===== src/rtl/i2c_aseq_pkg.sv =====
package i2c_aseq_pkg;
  localparam int BYTE_W = 8;

  typedef enum logic [2:0] {
    ST_IDLE,
    ST_ISSUE_A,
    ST_WAIT_A,
    ST_ISSUE_B,
    ST_WAIT_B,
    ST_REPORT
  } aseq_state_e;

  typedef enum logic [1:0] {
    RES_OK,
    RES_INVAL,
    RES_NACK,
    RES_TMO
  } aseq_result_e;

  typedef struct packed {
    logic              inval;
    logic              two_byte;
    logic [BYTE_W-1:0] first;
    logic [BYTE_W-1:0] second;
  } aseq_plan_t;

  // Timeout outranks a missing acknowledge.
  function automatic aseq_result_e engine_result(input logic nack, input logic tmo);
    if (tmo) return RES_TMO;
    if (nack) return RES_NACK;
    return RES_OK;
  endfunction
endpackage


===== src/rtl/i2c_aseq_encode.sv =====
module i2c_aseq_encode
  import i2c_aseq_pkg::*;
#(
  parameter int REQ_AW = 12
) (
  input  logic [REQ_AW-1:0] addr,
  input  logic              rd,
  output aseq_plan_t        plan
);
  localparam int SHORT_BITS = 7;
  localparam int LONG_BITS  = 10;
  localparam int RSV_LO     = 3;
  localparam logic [3:0] HI_PREFIX = 4'hF;

  logic over_range;
  logic is_short;
  logic reserved;

  generate
    if (REQ_AW > LONG_BITS) begin : g_wide
      assign over_range = |addr[REQ_AW-1:LONG_BITS];
    end else begin : g_exact
      assign over_range = 1'b0;
    end
  endgenerate

  assign is_short = ~over_range & ~|addr[LONG_BITS-1:SHORT_BITS];
  assign reserved = &addr[SHORT_BITS-1:RSV_LO];

  always_comb begin
    plan.inval    = over_range | (is_short & reserved);
    plan.two_byte = ~is_short;
    plan.second   = {addr[SHORT_BITS-1:0], rd};
    if (is_short) plan.first = {addr[SHORT_BITS-1:0], rd};
    else          plan.first = {HI_PREFIX, 1'b0, addr[LONG_BITS-1:SHORT_BITS]};
  end
endmodule


===== src/rtl/i2c_aseq_ctrl.sv =====
module i2c_aseq_ctrl
  import i2c_aseq_pkg::*;
(
  input  logic              clk,
  input  logic              rst_n,
  input  logic              req_valid,
  input  aseq_plan_t        plan_in,
  output logic              req_ready,
  output logic              cmd_valid,
  input  logic              cmd_ready,
  output logic              cmd_start,
  output logic [BYTE_W-1:0] cmd_byte,
  input  logic              eng_done,
  input  logic              eng_nack,
  input  logic              eng_tmo,
  output logic              seq_done,
  output aseq_result_e      seq_result
);
  aseq_state_e  state;
  aseq_plan_t   plan_q;
  aseq_result_e res_q;
  aseq_result_e eng_res;

  assign eng_res = engine_result(eng_nack, eng_tmo);

  always_ff @(posedge clk) begin
    if (!rst_n) begin
      state  <= ST_IDLE;
      plan_q <= '0;
      res_q  <= RES_OK;
    end else begin
      case (state)
        ST_IDLE: if (req_valid) begin
          plan_q <= plan_in;
          if (plan_in.inval) begin
            res_q <= RES_INVAL;
            state <= ST_REPORT;
          end else begin
            res_q <= RES_OK;
            state <= ST_ISSUE_A;
          end
        end
        ST_ISSUE_A: if (cmd_ready) state <= ST_WAIT_A;
        ST_WAIT_A: if (eng_done) begin
          res_q <= eng_res;
          if (eng_res == RES_OK && plan_q.two_byte) state <= ST_ISSUE_B;
          else                                     state <= ST_REPORT;
        end
        ST_ISSUE_B: if (cmd_ready) state <= ST_WAIT_B;
        ST_WAIT_B: if (eng_done) begin
          res_q <= eng_res;
          state <= ST_REPORT;
        end
        ST_REPORT: state <= ST_IDLE;
        default:   state <= ST_IDLE;
      endcase
    end
  end

  assign req_ready  = (state == ST_IDLE);
  assign cmd_valid  = (state == ST_ISSUE_A) || (state == ST_ISSUE_B);
  assign cmd_start  = (state == ST_ISSUE_A);
  assign cmd_byte   = (state == ST_ISSUE_B) ? plan_q.second : plan_q.first;
  assign seq_done   = (state == ST_REPORT);
  assign seq_result = res_q;
endmodule


===== src/rtl/i2c_aseq_status.sv =====
module i2c_aseq_status
  import i2c_aseq_pkg::*;
(
  input  logic         seq_done,
  input  aseq_result_e seq_result,
  output logic         err_inval,
  output logic         err_nack,
  output logic         err_tmo
);
  assign err_inval = seq_done && (seq_result == RES_INVAL);
  assign err_nack  = seq_done && (seq_result == RES_NACK);
  assign err_tmo   = seq_done && (seq_result == RES_TMO);
endmodule


===== src/rtl/i2c_addr_seq.sv =====
module i2c_addr_seq
  import i2c_aseq_pkg::*;
#(
  parameter int REQ_AW = 12
) (
  input  logic              clk,
  input  logic              rst_n,
  input  logic              req_valid,
  output logic              req_ready,
  input  logic [REQ_AW-1:0] req_addr,
  input  logic              req_rd,
  output logic              eng_cmd_valid,
  input  logic              eng_cmd_ready,
  output logic              eng_cmd_start,
  output logic              eng_cmd_stop,
  output logic [BYTE_W-1:0] eng_cmd_byte,
  input  logic              eng_done,
  input  logic              eng_nack,
  input  logic              eng_tmo,
  output logic              done,
  output logic              err_inval,
  output logic              err_nack,
  output logic              err_tmo
);
  aseq_plan_t   plan;
  aseq_result_e result;

  i2c_aseq_encode #(.REQ_AW(REQ_AW)) u_encode (
    .addr (req_addr),
    .rd   (req_rd),
    .plan (plan)
  );

  i2c_aseq_ctrl u_ctrl (
    .clk        (clk),
    .rst_n      (rst_n),
    .req_valid  (req_valid),
    .plan_in    (plan),
    .req_ready  (req_ready),
    .cmd_valid  (eng_cmd_valid),
    .cmd_ready  (eng_cmd_ready),
    .cmd_start  (eng_cmd_start),
    .cmd_byte   (eng_cmd_byte),
    .eng_done   (eng_done),
    .eng_nack   (eng_nack),
    .eng_tmo    (eng_tmo),
    .seq_done   (done),
    .seq_result (result)
  );

  i2c_aseq_status u_status (
    .seq_done   (done),
    .seq_result (result),
    .err_inval  (err_inval),
    .err_nack   (err_nack),
    .err_tmo    (err_tmo)
  );

  // The address phase never closes the transfer.
  assign eng_cmd_stop = 1'b0;
endmodule


===== config.mk =====
export PLATFORM = sky130hd
export DESIGN_NAME = i2c_addr_seq
export DESIGN_NICKNAME = d
export VERILOG_FILES = /design/src/rtl/i2c_aseq_pkg.sv /design/src/rtl/i2c_aseq_encode.sv /design/src/rtl/i2c_aseq_ctrl.sv /design/src/rtl/i2c_aseq_status.sv /design/src/rtl/i2c_addr_seq.sv
export SDC_FILE = /design/constraint.sdc
export NUM_CORES = 1
export LEC_CHECK = 0
export BUFFER_PORTS_ARGS = -buffer_cell sky130_fd_sc_hd__buf_2
export CAP_MARGIN = 30
export CORE_ASPECT_RATIO = 0.75
export CORE_MARGIN = 1
export CORE_UTILIZATION = 45
export DETAILED_ROUTE_END_ITERATION = 12
export PLACE_DENSITY_LB_ADDON = 0.2
export SETUP_SLACK_MARGIN = 0.1
export SLEW_MARGIN = 5
export SYNTH_ARGS = -nofsm -noshare
export SYNTH_HDL_FRONTEND = slang
export SYNTH_SLANG_ARGS = --single-unit
export TNS_END_PERCENT = 100

===== constraint.sdc =====
create_clock -name clk -period 1.4 [get_ports clk]
set_input_delay 0.28 -clock clk [delete_from_list [all_inputs] [get_ports clk]]
set_output_delay 0.28 -clock clk [all_outputs]
set_load 0.05 [all_outputs]

# Word level (Yosys, flattened, before mapping)
# Index checks and enable logic that the tools add are counted.
# Widths: inputs -> output; s select.
[totals]
regBits = 22
inputBits = 20
output_inout_bits = 16
wordCells = 61
[classes]
n_eq_ne = 14
mux = 21
bitwise_logic = 5
n_reduce_logical = 16
[op_table]
columns = ["op", "count"]
rows = [
  ["$mux 3", 7],
  ["$mux 8", 2],
  ["$pmux 3 s5", 1],
  ["$mux 2", 6],
  ["$ne 2x2->1 const B", 5],
  ["$eq 3x2->1 const B", 2],
  ["$eq 3x3->1 const B", 2],
  ["$reduce_and 5->1", 1],
  ["$eq 2x2->1 const B", 2],
  ["$logic_and 1x1->1", 4],
  ["$mux 1", 4],
  ["$pmux 2 s2", 1],
  ["$reduce_and 4->1", 1],
  ["$reduce_or 2->1", 2],
  ["$eq 3x1->1 const B", 1],
  ["$logic_not 3->1", 1],
  ["$reduce_and 3->1", 1],
  ["$reduce_or 3->1", 1],
  ["$and 1x1->1", 2],
  ["$eq 2x1->1 const B", 1],
  ["$logic_not 2->1", 1],
  ["$ne 2x1->1 const B", 1],
  ["$not 1->1", 2],
  ["$reduce_and 2->1", 1],
  ["other kinds (4)", 4],
]

# Longest topological paths before layout
[logic_depth]
ltp_word = 9
ltp_mapped = 6
depth_no_buf = 4

# Modules after synthesis
# Synthesis repeated with hierarchy kept, for this count alone.
[hier_totals]
cells_unflattened = 156
area_unflattened_um2 = 1307.5
[modules_own_cells]
columns = ["mod", "n_inst", "cells_each", "area_each_um2", "seq_area_each_um2"]
rows = [
  ["i2c_aseq_ctrl", 1, 130, 1107.3, 440.4],
  ["i2c_aseq_encode", 1, 21, 163.9, 0.0],
  ["i2c_aseq_status", 1, 3, 25.0, 0.0],
  ["i2c_addr_seq", 1, 2, 11.3, 0.0],
]

# Least setup slack after synthesis
# Ideal clock, no wire load.
[synth_path]
path_type = "reg2out"
startpoint = "register u_ctrl.state[0]"
endpoint = "output err_inval"
arrival_ns = 1.927
required_time_ns = 1.120
slack_ns = -0.807
path_stages_with_launch = 5
path_buffers = 1
path_cell_list = "dfxtp_1 -> buf_2 -> and3_1 -> nand2_1 -> nor2_1"
[synth_between]
elab_chain_cells = 2
[synth_rtl]
columns = ["item", "line", "rtl"]
rows = [
  ["from (decl)", "i2c_aseq_ctrl.sv:19", "aseq_state_e state;"],
  ["from (signal assigned)", "i2c_aseq_ctrl.sv:28", "state <= ST_IDLE;"],
  ["from (signal assigned)", "i2c_aseq_ctrl.sv:37", "state <= ST_REPORT;"],
  ["from (signal assigned)", "i2c_aseq_ctrl.sv:40", "state <= ST_ISSUE_A;"],
  ["$eq 3x3->1", "i2c_aseq_ctrl.sv:64", "assign seq_done = (state == ST_REPORT);"],
  ["via done", "i2c_addr_seq.sv:20", "output logic done,"],
  ["$logic_and 1x1->1", "i2c_aseq_status.sv:10", "assign err_inval = seq_done && (seq_result == RES_INVAL);"],
  ["to (decl)", "i2c_addr_seq.sv:21", "output logic err_inval,"],
]
# The timed path passes the listed nets, and every way through them passes these cells.

# Final worst setup path
[layout_path]
startpoint = "register u_ctrl.state[2]"
endpoint = "register u_ctrl.plan_q[14] (netlist name)"
[layout_between]
elab_chain_cells = 2
[layout_rtl]
columns = ["item", "line", "rtl"]
rows = [
  ["$logic_not 3->1", "i2c_aseq_ctrl.sv:32", "case (state)"],
  ["$reduce_and 2->1 (no line)", "n/a", ""],
  ["to (signal assigned)", "i2c_aseq_ctrl.sv:34", "plan_q <= plan_in;"],
  ["to (decl)", "i2c_aseq_ctrl.sv:20", "aseq_plan_t plan_q;"],
]
# No other way between the ends.
# A chain may end at the register's enable or synchronous reset.

==> metrics <==
status finished, violations left; failing checks setup timing; via-per-instance ratio 5.94; Worst Hold Endpoint u_ctrl.plan_q[8]; Tcrit/Tclk final 1.30; Fillers 105; most frequent CP cell buf_4; Pleak 0.928 nW; placed inst area 1550 µm²; register-to-register setup slack -0.41 ns; ant diodes 0; Worst-Skew Late Latency 0.32 ns; initial antenna violation count 0; Mapped Avg Cell Area 8.38 µm²; Hold Crit Class in -> reg; Post-Synthesis Cell Area 1160 µm²; maximum fanout along the worst path 6; final setup fails 36; design area 2120 µm²; H-tree Lvls 1; Max Freq 551 MHz; worst r2r src u_ctrl.state[2]; initial core utilization 0.493; Root Driver clkbuf_4; top cell type's share of synthesized area 0.378; #FFs+latches synth 22; register area share after synthesis 0.378; CORE AREA 2360 µm²; Longest Clk Path Bufs 2; clock network fraction of total power 0.152; Setup crit start kind flip-flop; FF-to-FF End u_ctrl.plan_q[14]; final setup margin -0.415 ns; GPL Wtd Cong 0.800; crit-path cells buf_4 > buf_12 > buf_8 > nor4b_4 > buf_4 > o31ai_4 > buf_6 > a31oi_1; Sw Share 0.391; TritonCTS clock tree yes; Synth area leader dfxtp_1; Max stage delay on crit path 0.34 ns; post-synth cell types 42; critical path type reg -> reg; Crit. End Element flip-flop; Pins Over Slew Limit 0; I/O pin count 36; die area 2800 µm²; unrepaired setup endpoints after global routing true; via count 1395; worst hold path startpoint req_addr[7]; Port Buf Inserts 34; largest net degree at the start of global routing 18; Inst Count DP 215; Sequential Power Share 0.320; syn nets 159; Total GRT Usage 0.276; Comb power frac 0.528; count leader, synth nand2_1; Routed Antenna Nets 0; hold buffers post-CTS 0; clk_skew 0.00382 ns; layout cell share with drive strength beyond 1 0.632; number of CTS-inserted buffers 3; nets 222; Pre-Repair DR Iteration Count 4; Critical Path RT 1.62 ns; EDFF count, synth 0; Reg clk slew, reported paths 0.12 ns; number of global-route vias before repair 1185; R2R cell count 8; internal power 1.45 mW; WL/cell 20.3 µm; hold path depth 3; cell count after synthesis 139; commonest cells in the netlist nand2_1 (25), dfxtp_1 (22), a21oi_1 (16); area grow syn2layout 82.1%; IR drop worst, VDD 663 µV; total global routing overflow 0; yosys warns 0; final count of hold timing violations 0; P_sw 0.929 mW; top cells by area, synth dfxtp_1 (38%), mux2_1 (8.7%), nand2_1 (8.1%); min Tclk post-route 1.81 ns; # rows 15; fin cells 235; Sink Count 22; arrival time at the worst endpoint 2.04 ns; Die Y-Extent 46.1 µm; slowest CP cell dfxtp_2; detailed-route wire length 4770 µm; DR iter-0 viols 100; Synth Flop Type dfxtp_1; Die W 60.8 µm; max cap viols 0; power density over cell area 1120 nW/µm²; Residual DRC 0; first-pass GRT wire length 5570 µm; asr flop ratio synth 0; post-DP HPWL 2130 µm
## layout by cell type (no fill, tap or decap), types with 3 or more instances in the layout
| cell | Yosys | final |
|---|---|---|
| a21oi_1 | 16 | 5 |
| mux2_4 | 0 | 8 |
| buf_8 | 0 | 8 |
| nand2_1 | 25 | 14 |
| o21ai_0 | 3 | 3 |
| inv_1 | 4 | 4 |
| nand2_2 | 1 | 5 |
| a31oi_1 | 4 | 4 |
| buf_4 | 3 | 12 |
| nand2_4 | 0 | 6 |
| dfxtp_1 | 22 | 19 |
| buf_6 | 0 | 24 |
| buf_2 | 4 | 19 |
| buf_12 | 0 | 3 |
| o21ai_2 | 0 | 3 |
| a21oi_2 | 0 | 11 |
| clkbuf_4 | 0 | 3 |
| nor2_1 | 8 | 6 |
## metrics by stage
| step | utilization | TNS [ns] | total power, mW | hold WS (ns) | worst slack (ns) |
|---|---|---|---|---|---|
| 6_report | 0.897 | -9.76 | 2.38 | 0.211 | -0.415 |
| 5_1_grt | 0.897 | -11.17 | 2.47 | 0.198 | -0.452 |
| 4_1_cts | 0.776 | -5.44 | 2.08 | 0.197 | -0.371 |
| 3_5_place_dp | 0.654 | -1.28 | 1.54 | 0.446 | -0.110 |
| 3_3_place_gp | 0.654 | -0.908 | 1.52 | 0.437 | -0.0831 |
| 2_1_floorplan | - | -1.07 | 1.33 | 0.398 | -0.111 |
## final cells by class
type / instances / area (µm²) / area share
Sequential cell: 22 / 449 / 0.212
Multi-Input combinational cell: 103 / 927 / 0.437
Tap cell: 34 / 42.5 / 0.0201
Timing Repair Buffer: 66 / 636 / 0.300
Inverter: 6 / 30.0 / 0.0142
Clock buffer: 4 / 36.3 / 0.0171
## registers in the layout, indices dropped and copies added (netlist names)
signal and flops:
u_ctrl.plan_q 17, u_ctrl.seq_result 2, u_ctrl.state 3
## cells by family (layout without fill, tap and decap cells)
group / count (synthesis) / count (layout) / share of synthesized area
xor+xnor: 1 / 1 / 0.00752
other cells: 1 / 1 / 0.00322
compound gates: 38 / 38 / 0.212
buf+inv: 14 / 76 / 0.0591
flops: 22 / 22 / 0.378
simple gates: 53 / 53 / 0.245
mux: 10 / 10 / 0.0956
## power by group through the flow
stage	Sequential (mW)	Combinational [mW]	Clock (mW)
after floorplan	0.759	0.570	0
after global placement	0.761	0.755	0
after detailed placement	0.765	0.771	0
after CTS	0.747	0.974	0.357
after global routing	0.764	1.31	0.391
final	0.761	1.26	0.363
## worst max path at each step
stage                                    to             from  cells after the start
after floorplan                   err_inval  u_ctrl.state[2]                      4
after global placement      eng_cmd_byte[0]  u_ctrl.state[2]                      4
after detailed placement           err_nack  u_ctrl.state[1]                      4
after CTS                         err_inval  u_ctrl.state[2]                      5
after global routing      u_ctrl.plan_q[14]  u_ctrl.state[2]                      8
final                     u_ctrl.plan_q[14]  u_ctrl.state[2]                      8
## metal layers
layer / vias up / track usage / share of wire
met5: - / 0 / 0
met4: 0 / 0.0591 / 0.038
met3: 17 / 0.0590 / 0.046
met2: 71 / 0.473 / 0.50
met1: 693 / 0.359 / 0.41
li1: 614 / - / -
## repair_timing
action / in CTS / in global routing
resized for setup: 57 / 53
hold endpoints to repair: 0 / 0
setup endpoints to repair: 35 / 37
gates cloned: 1 / 0
setup buffers: 7 / 9
pin swaps: 7 / 23
## worst max-delay path: cells and delay by family (launching register included)
kind / cells / cell delay (ns)
compound gates: 2 / 0.36
simple gates: 1 / 0.27
flops: 1 / 0.34
buf+inv: 5 / 0.75
Note: power is estimated with default switching activity, not from simulation.
